`src/rtl/sdram_init_pkg.sv`:
```
package sdram_init_pkg;

    typedef enum logic [3:0] {
        PH_RST_HOLD,
        PH_SETTLE,
        PH_XPR,
        PH_MRS_CMD,
        PH_MRS_GAP,
        PH_MOD_GAP,
        PH_ZQ_CMD,
        PH_ZQ_WAIT,
        PH_DONE
    } phase_e;

    localparam int NUM_MRS = 7;

    typedef struct packed {
        logic reset_n;
        logic cke;
        logic cs_n;
        logic act_n;
        logic ras_n;
        logic cas_n;
        logic we_n;
    } ctl_pins_t;

    function automatic int imax(input int a, input int b);
        return (a > b) ? a : b;
    endfunction

    // Load order: step 0..6 maps to registers 3,6,5,4,2,1,0.
    function automatic logic [2:0] mr_for_step(input logic [2:0] step);
        logic [2:0] r;
        case (step)
            3'd0:    r = 3'd3;
            3'd1:    r = 3'd6;
            3'd2:    r = 3'd5;
            3'd3:    r = 3'd4;
            3'd4:    r = 3'd2;
            3'd5:    r = 3'd1;
            default: r = 3'd0;
        endcase
        return r;
    endfunction

endpackage

```
`src/rtl/sdram_init_timer.sv`:
```
module sdram_init_timer #(
    parameter int W       = 8,
    parameter int RST_VAL = 0
) (
    input  logic         clk,
    input  logic         rst_n,
    input  logic         load_i,
    input  logic [W-1:0] load_val_i,
    output logic         expired_o
);

    logic [W-1:0] cnt_d, cnt_q;

    always_comb begin
        if (load_i)
            cnt_d = load_val_i;
        else if (cnt_q != '0)
            cnt_d = cnt_q - W'(1);
        else
            cnt_d = cnt_q;
    end

    always_ff @(posedge clk or negedge rst_n) begin
        if (!rst_n)
            cnt_q <= W'(RST_VAL);
        else
            cnt_q <= cnt_d;
    end

    assign expired_o = (cnt_q == '0);

endmodule

```
`src/rtl/sdram_init_cmd_enc.sv`:
```
module sdram_init_cmd_enc
    import sdram_init_pkg::*;
#(
    parameter int ADDR_W = 18,
    parameter int BG_W   = 2,
    parameter int BA_W   = 2,
    parameter int ZQ_BIT = 10
) (
    input  phase_e            phase_i,
    input  logic [2:0]        mr_sel_i,
    input  logic [ADDR_W-1:0] mr_val_i,
    output ctl_pins_t         pins_o,
    output logic [BG_W-1:0]   bg_o,
    output logic [BA_W-1:0]   ba_o,
    output logic [ADDR_W-1:0] addr_o
);

    always_comb begin
        pins_o = '{reset_n: 1'b1, cke: 1'b1, cs_n: 1'b1, act_n: 1'b1,
                   ras_n: 1'b1, cas_n: 1'b1, we_n: 1'b1};
        bg_o   = '0;
        ba_o   = '0;
        addr_o = '0;
        case (phase_i)
            PH_RST_HOLD: begin
                pins_o.reset_n = 1'b0;
                pins_o.cke     = 1'b0;
                pins_o.cs_n    = 1'b0;
            end
            PH_SETTLE: begin
                pins_o.cke = 1'b0;
            end
            PH_MRS_CMD: begin
                pins_o.cs_n  = 1'b0;
                pins_o.ras_n = 1'b0;
                pins_o.cas_n = 1'b0;
                pins_o.we_n  = 1'b0;
                bg_o   = BG_W'(mr_sel_i[2]);
                ba_o   = BA_W'(mr_sel_i[1:0]);
                addr_o = mr_val_i;
            end
            PH_ZQ_CMD: begin
                pins_o.cs_n    = 1'b0;
                pins_o.we_n    = 1'b0;
                addr_o[ZQ_BIT] = 1'b1;
            end
            default: ;
        endcase
    end

endmodule

```
`src/rtl/sdram_init_seq.sv`:
```
module sdram_init_seq
    import sdram_init_pkg::*;
#(
    parameter int ADDR_W       = 18,
    parameter int BG_W         = 2,
    parameter int BA_W         = 2,
    parameter int T_RESET_HOLD = 20,
    parameter int T_CKE_SETTLE = 30,
    parameter int T_XS         = 8,
    parameter int T_MRD        = 8,
    parameter int T_MOD        = 24,
    parameter int T_DLLK       = 64,
    parameter int T_ZQINIT     = 48,
    parameter logic [ADDR_W-1:0] MR0_VAL = ADDR_W'(18'h00124),
    parameter logic [ADDR_W-1:0] MR1_VAL = ADDR_W'(18'h00001),
    parameter logic [ADDR_W-1:0] MR2_VAL = ADDR_W'(18'h00008),
    parameter logic [ADDR_W-1:0] MR3_VAL = ADDR_W'(18'h00000),
    parameter logic [ADDR_W-1:0] MR4_VAL = ADDR_W'(18'h00000),
    parameter logic [ADDR_W-1:0] MR5_VAL = ADDR_W'(18'h00400),
    parameter logic [ADDR_W-1:0] MR6_VAL = ADDR_W'(18'h00800)
) (
    input  logic              clk,
    input  logic              rst_n,
    output logic              mem_reset_n,
    output logic              mem_cke,
    output logic              mem_cs_n,
    output logic              mem_act_n,
    output logic              mem_ras_n,
    output logic              mem_cas_n,
    output logic              mem_we_n,
    output logic [BG_W-1:0]   mem_bg,
    output logic [BA_W-1:0]   mem_ba,
    output logic [ADDR_W-1:0] mem_addr,
    output logic              init_done
);

    // Durations in cycles; gaps after a one-cycle command need at least 2.
    localparam int D_RST    = imax(T_RESET_HOLD, 1);
    localparam int D_SETTLE = imax(T_CKE_SETTLE, 1);
    localparam int D_XPR    = imax(T_XS, 5);
    localparam int D_MRD    = imax(T_MRD, 2);
    localparam int D_MOD    = imax(T_MOD, 2);
    localparam int D_ZQ     = imax(imax(T_DLLK, T_ZQINIT), 2);
    localparam int LONGEST  = imax(imax(imax(D_RST, D_SETTLE), imax(D_XPR, D_MRD)),
                                   imax(D_MOD, D_ZQ));
    localparam int CNT_W    = $clog2(LONGEST + 1);

    localparam logic [CNT_W-1:0] SETTLE_LD = CNT_W'(D_SETTLE - 1);
    localparam logic [CNT_W-1:0] XPR_LD    = CNT_W'(D_XPR - 1);
    localparam logic [CNT_W-1:0] MRD_LD    = CNT_W'(D_MRD - 2);
    localparam logic [CNT_W-1:0] MOD_LD    = CNT_W'(D_MOD - 2);
    localparam logic [CNT_W-1:0] ZQ_LD     = CNT_W'(D_ZQ - 2);
    localparam logic [2:0]       LAST_STEP = 3'(NUM_MRS - 1);

    typedef struct packed {
        phase_e     phase;
        logic [2:0] step;
    } seq_t;

    seq_t             cur_q, nx_d;
    logic             tmr_load;
    logic [CNT_W-1:0] tmr_val;
    logic             tmr_expired;
    logic [2:0]       mr_sel;
    logic [ADDR_W-1:0] mr_val;
    ctl_pins_t        pins;

    sdram_init_timer #(
        .W       (CNT_W),
        .RST_VAL (D_RST - 1)
    ) u_timer (
        .clk        (clk),
        .rst_n      (rst_n),
        .load_i     (tmr_load),
        .load_val_i (tmr_val),
        .expired_o  (tmr_expired)
    );

    always_comb begin
        nx_d     = cur_q;
        tmr_load = 1'b0;
        tmr_val  = '0;
        case (cur_q.phase)
            PH_RST_HOLD: if (tmr_expired) begin
                nx_d.phase = PH_SETTLE;
                tmr_load   = 1'b1;
                tmr_val    = SETTLE_LD;
            end
            PH_SETTLE: if (tmr_expired) begin
                nx_d.phase = PH_XPR;
                tmr_load   = 1'b1;
                tmr_val    = XPR_LD;
            end
            PH_XPR: if (tmr_expired) begin
                nx_d.phase = PH_MRS_CMD;
            end
            PH_MRS_CMD: begin
                tmr_load = 1'b1;
                if (cur_q.step == LAST_STEP) begin
                    nx_d.phase = PH_MOD_GAP;
                    tmr_val    = MOD_LD;
                end else begin
                    nx_d.phase = PH_MRS_GAP;
                    tmr_val    = MRD_LD;
                end
            end
            PH_MRS_GAP: if (tmr_expired) begin
                nx_d.phase = PH_MRS_CMD;
                nx_d.step  = cur_q.step + 3'd1;
            end
            PH_MOD_GAP: if (tmr_expired) begin
                nx_d.phase = PH_ZQ_CMD;
            end
            PH_ZQ_CMD: begin
                nx_d.phase = PH_ZQ_WAIT;
                tmr_load   = 1'b1;
                tmr_val    = ZQ_LD;
            end
            PH_ZQ_WAIT: if (tmr_expired) begin
                nx_d.phase = PH_DONE;
            end
            default: ;
        endcase
    end

    always_ff @(posedge clk or negedge rst_n) begin
        if (!rst_n)
            cur_q <= '{phase: PH_RST_HOLD, step: 3'd0};
        else
            cur_q <= nx_d;
    end

    assign mr_sel = mr_for_step(cur_q.step);

    always_comb begin
        case (mr_sel)
            3'd0:    mr_val = MR0_VAL;
            3'd1:    mr_val = MR1_VAL;
            3'd2:    mr_val = MR2_VAL;
            3'd3:    mr_val = MR3_VAL;
            3'd4:    mr_val = MR4_VAL;
            3'd5:    mr_val = MR5_VAL;
            default: mr_val = MR6_VAL;
        endcase
    end

    sdram_init_cmd_enc #(
        .ADDR_W (ADDR_W),
        .BG_W   (BG_W),
        .BA_W   (BA_W),
        .ZQ_BIT (10)
    ) u_enc (
        .phase_i  (cur_q.phase),
        .mr_sel_i (mr_sel),
        .mr_val_i (mr_val),
        .pins_o   (pins),
        .bg_o     (mem_bg),
        .ba_o     (mem_ba),
        .addr_o   (mem_addr)
    );

    assign mem_reset_n = pins.reset_n;
    assign mem_cke     = pins.cke;
    assign mem_cs_n    = pins.cs_n;
    assign mem_act_n   = pins.act_n;
    assign mem_ras_n   = pins.ras_n;
    assign mem_cas_n   = pins.cas_n;
    assign mem_we_n    = pins.we_n;
    assign init_done   = (cur_q.phase == PH_DONE);

    assert_hold_pins_R1: assert property (@(posedge clk) disable iff (!rst_n)
        !mem_reset_n |-> (!mem_cke && !mem_cs_n && !init_done));

    assert_reset_stays_R2: assert property (@(posedge clk) disable iff (!rst_n)
        mem_reset_n |=> mem_reset_n);

    assert_cke_stays_R3: assert property (@(posedge clk) disable iff (!rst_n)
        mem_cke |=> mem_cke);

    assert_settle_deselect_R3: assert property (@(posedge clk) disable iff (!rst_n)
        (mem_reset_n && !mem_cke) |-> mem_cs_n);

    assert_step_range_R5: assert property (@(posedge clk) disable iff (!rst_n)
        cur_q.step < 3'(NUM_MRS));

    assert_mrs_group_R5: assert property (@(posedge clk) disable iff (!rst_n)
        (!mem_cs_n && mem_cke && !mem_ras_n) |-> (mem_bg[BG_W-1:1] == '0));

    assert_cmd_gap_R6: assert property (@(posedge clk) disable iff (!rst_n)
        (!mem_cs_n && mem_cke) |=> mem_cs_n);

    assert_zq_after_all_R7: assert property (@(posedge clk) disable iff (!rst_n)
        (!mem_cs_n && mem_cke && mem_ras_n && !mem_we_n) |-> (cur_q.step == LAST_STEP));

    assert_done_sticky_R8: assert property (@(posedge clk) disable iff (!rst_n)
        init_done |=> init_done);

    assert_done_deselect_R8: assert property (@(posedge clk) disable iff (!rst_n)
        init_done |-> mem_cs_n);

endmodule

```
`config.mk`:
```
export PLATFORM = sky130hd
export DESIGN_NAME = sdram_init_seq
export DESIGN_NICKNAME = d
export VERILOG_FILES = /design/src/rtl/sdram_init_pkg.sv /design/src/rtl/sdram_init_timer.sv /design/src/rtl/sdram_init_cmd_enc.sv /design/src/rtl/sdram_init_seq.sv
export SDC_FILE = /design/constraint.sdc
export NUM_CORES = 1
export LEC_CHECK = 0
export BUFFER_PORTS_ARGS = -buffer_cell sky130_fd_sc_hd__buf_2
export CAP_MARGIN = 0
export CORE_MARGIN = 1
export CORE_UTILIZATION = 52
export DETAILED_ROUTE_END_ITERATION = 7
export MAX_ROUTING_LAYER = met4
export PLACE_DENSITY = 0.79
export SYNTH_ARGS = -nofsm -noshare
export SYNTH_HDL_FRONTEND = slang
export SYNTH_SLANG_ARGS = --single-unit
export TNS_END_PERCENT = 50
```
`constraint.sdc`:
```
create_clock -name clk -period 2.5 [get_ports clk]
set_input_delay 0.625 -clock clk [delete_from_list [all_inputs] [get_ports clk]]
set_output_delay 0.625 -clock clk [all_outputs]
set_load 0.03 [all_outputs]
```
==> impl_results.md <==
- Most common flop cell mapped by yosys: dfrtp_1
- Ys async rst share: 100%
- Drt first pass iters: 4
- Final period util: 93.6%
- # clock sinks: 14
- Area grow syn2layout: 6.53%
- Total Wirelength: 2.51 mm
- Fin Setup TNS: 0 ns
- Sequential area share after synthesis: 30.3%
- Leakage: 0.566 nW
- Die Y: 49.4 um
- Final cell count without fillers: ~190
- DP Wirelength: 1.85 mm
- Worst Tran Pin Value: 0.504 ns
- Max frequency: roughly 430 MHz
- Min cycle time layout: approximately 2.3 ns
- Row count: 16
- Startpoint types: register
- Overall power: approximately 430 uW
- Met2 wire length: 1.21 mm
- R2r setup slk: 0.25 ns
- CP endpoint kind: primary output
- Share of the synthesized area in the top cell type: 23.6%
- Clk buf depth: 2
- Largest net degree at the start of global routing: 18
- Reg clk slew, reported paths: 0.10 ns
- Die Wd: 49.4 um
- Placed Instances: 182
- Total number of yosys warnings: 0
- Routability cong.: a little under 0.9
- Initial antenna violation count: 0
- Fraction of layout cells with a size suffix above 1: a little under a quarter
- Initial drt markers: between 50 and 60
- Sw Ratio: 26.2%
- Vias in the first global route: 938
- Combinational power share: 7.2%
- Setup Buffers After CTS: 0
- Largest cells by area after synthesis: dfrtp_1 24%, buf_4 10%, dfstp_2 6.7%
- Final setup viols: 0
- Detailed-route wire length per cell: 13.5 um
- Drt drc: 0
- TritonCTS buffer count: 3
- Internal: around 320 uW
- Clk network pwr share: roughly two fifths
- Core area: 0.00204 mm^2
- Max Cap Viol: 0
- Via/cell ratio: 5.74
- Routed met3 length: 176 um
- Antenna diode count: 0
- Slew margin rel.: 66.3%
- Area leader, netlist: dfrtp_1
- R2R Path Start: u_timer.cnt_q[0]
- GR Overflow Total: 0
- Worst r2r dst: u_timer.cnt_q[1]
- Clock root buffer master: clkbuf_4
- CTS Hold Buffers Added: 0
- IO Port Bufs: 18
- Via count: 1068
- Netlist cell types: 44
- Area of the mapped netlist: 0.00117 mm^2
- Psw: 112 uW
- Gr usage total: 22.6%
- First-pass GRT wire length: between 4 and 5 mm
- Outcome: completed
- Power per Cell Area: 344 mW/mm^2
- Max layer used: met4
- Avg Cell Area, Syn: between 7 and 8 um^2
- Htree depth: 1
- RSZ-0062 raised after global routing: false
- Final hold vios: 0
- #FFs+latches synth: 14
- Clock skew: 0.00920 ns
- Die area: 0.00244 mm^2
- CTS tree: done
- Nets: 167
- CP required: ~1.9 ns
- Initial core utilization: ~57%
- Critical Path Fanout Max: 6
- Gate Count Post-Synth: around 150
- Met1 Wirelength: 1.09 mm
- Clk_lat worst skew: 0.28 ns
- HP Class: input pin to async pin
- Io pins: 32
- Final Slew Violations: 0
- Antenna Nets Post-Route: 0
- Post-CTS resize count: 0
- Worst setup path category: register to primary output
- Flop pwr share: 52.9%
- Data arrival, critical path: 1.72 ns
- Reg2Reg Depth: 6
- Worst vdd ir: roughly 240 uV
- EDFF count, synth: 0
==> layer usage <==
layer / vias to the layer above / global-route usage (%)
met5: - / -
met4: 0 / 11.0
met3: 6 / 2.18
met2: 68 / 35.6
met1: 487 / 28.9
li1: 507 / -
==> kinds of logic (layout without fill, tap and decap cells) <==
family	Yosys count	in the layout	synth area share, %
xor gates and xnor gates	3	3	2.25
DFF	14	14	30.3
AOI/OAI and AO/OA	28	28	16.8
adders and majority gates	5	5	5.35
other	2	13	0.643
buffers and inverters	33	32	16.0
and+or+nand+nor	62	62	26.9
muxes	2	2	1.82
==> cells in the mapped netlist (all sizes together) (2+ instances only) <==
library cell and count:
a21o 2, a21oi 3, a31oi 2, buf 17
clkbuf 7, conb 2, dfrtp 11, dfstp 3
ha 5, inv 9, nand2 11, nand2b 4
nand3 2, nor2 21, nor2b 4, nor3 7
nor4 4, o211ai 2, o21ai 5, o22ai 2
o31ai 3, or2 2, or3b 2, xnor2 3
==> state kept, by name, summed over array words and instances (netlist names) <==
register	cells
cur_q	7
u_timer.cnt_q	7
==> area by class of cell <==
| class | count | area (um^2) |
|---|---|---|
| Timing Repair Buffer | 19 | 97.6 |
| Sequential cell | 14 | 357 |
| Clock buffer | 4 | 36.3 |
| Tap cell | 27 | 33.8 |
| Inverter | 9 | 33.8 |
| Multi-Input combinational cell | 113 | 687 |
| Fill cell | 192 | 797 |
==> layout by cell type (no fill, tap or decap), drive strengths merged, types with 2 or more instances in the layout <==
master   n
xnor2    3
o211ai   2
a21oi    3
or2      2
inv      9
dfrtp   11
clkbuf   4
conb    13
o22ai    2
a21o     2
or3b     2
nand2b   4
buf     19
nor2    21
nor4     4
a31oi    2
nor2b    4
o31ai    3
nand2   11
ha       5
nand3    2
o21ai    5
nor3     7
dfstp    3
==> worst max-delay path by stage <==
stage,startpoint,end,cells after the start
detailed placement,u_timer.cnt_q[0],u_timer.cnt_q[1],6
floorplan,cur_q[4],mem_addr[5],5
finish,cur_q[1],mem_addr[10],7
global route,cur_q[5],mem_addr[3],4
CTS,cur_q[5],mem_we_n,4
global placement,cur_q[6],mem_we_n,4
==> power by group through the flow <==
stage               sequential, mW  combinational, mW  clock [mW]
detailed placement           0.231             0.0307           0
global placement             0.231             0.0304           0
floorplan                    0.231             0.0411           0
finish                       0.227             0.0309       0.171
CTS                          0.227             0.0309       0.173
global route                 0.227             0.0331       0.183
==> worst max-delay path: stages (launching register included) <==
cell     delay [ns]
dfrtp_1        0.45
inv_1          0.13
ha_1           0.23
nor2_1         0.15
nor2_1         0.07
a31oi_1        0.18
nor2_1         0.06
buf_2          0.17
==> stage by stage <==
stage	setup slack (ns)	instance area, um^2	util (%)	hold WS [ns]
floorplan	-0.0441	1220	-	0.329
global placement	0.356	1200	58.6	0.537
detailed placement	0.337	1200	58.6	0.546
CTS	0.0676	1230	60.4	0.237
global route	0.00964	1240	61.0	0.236
finish	0.159	1240	61.0	0.222
Power figures use the tool's default switching activity.
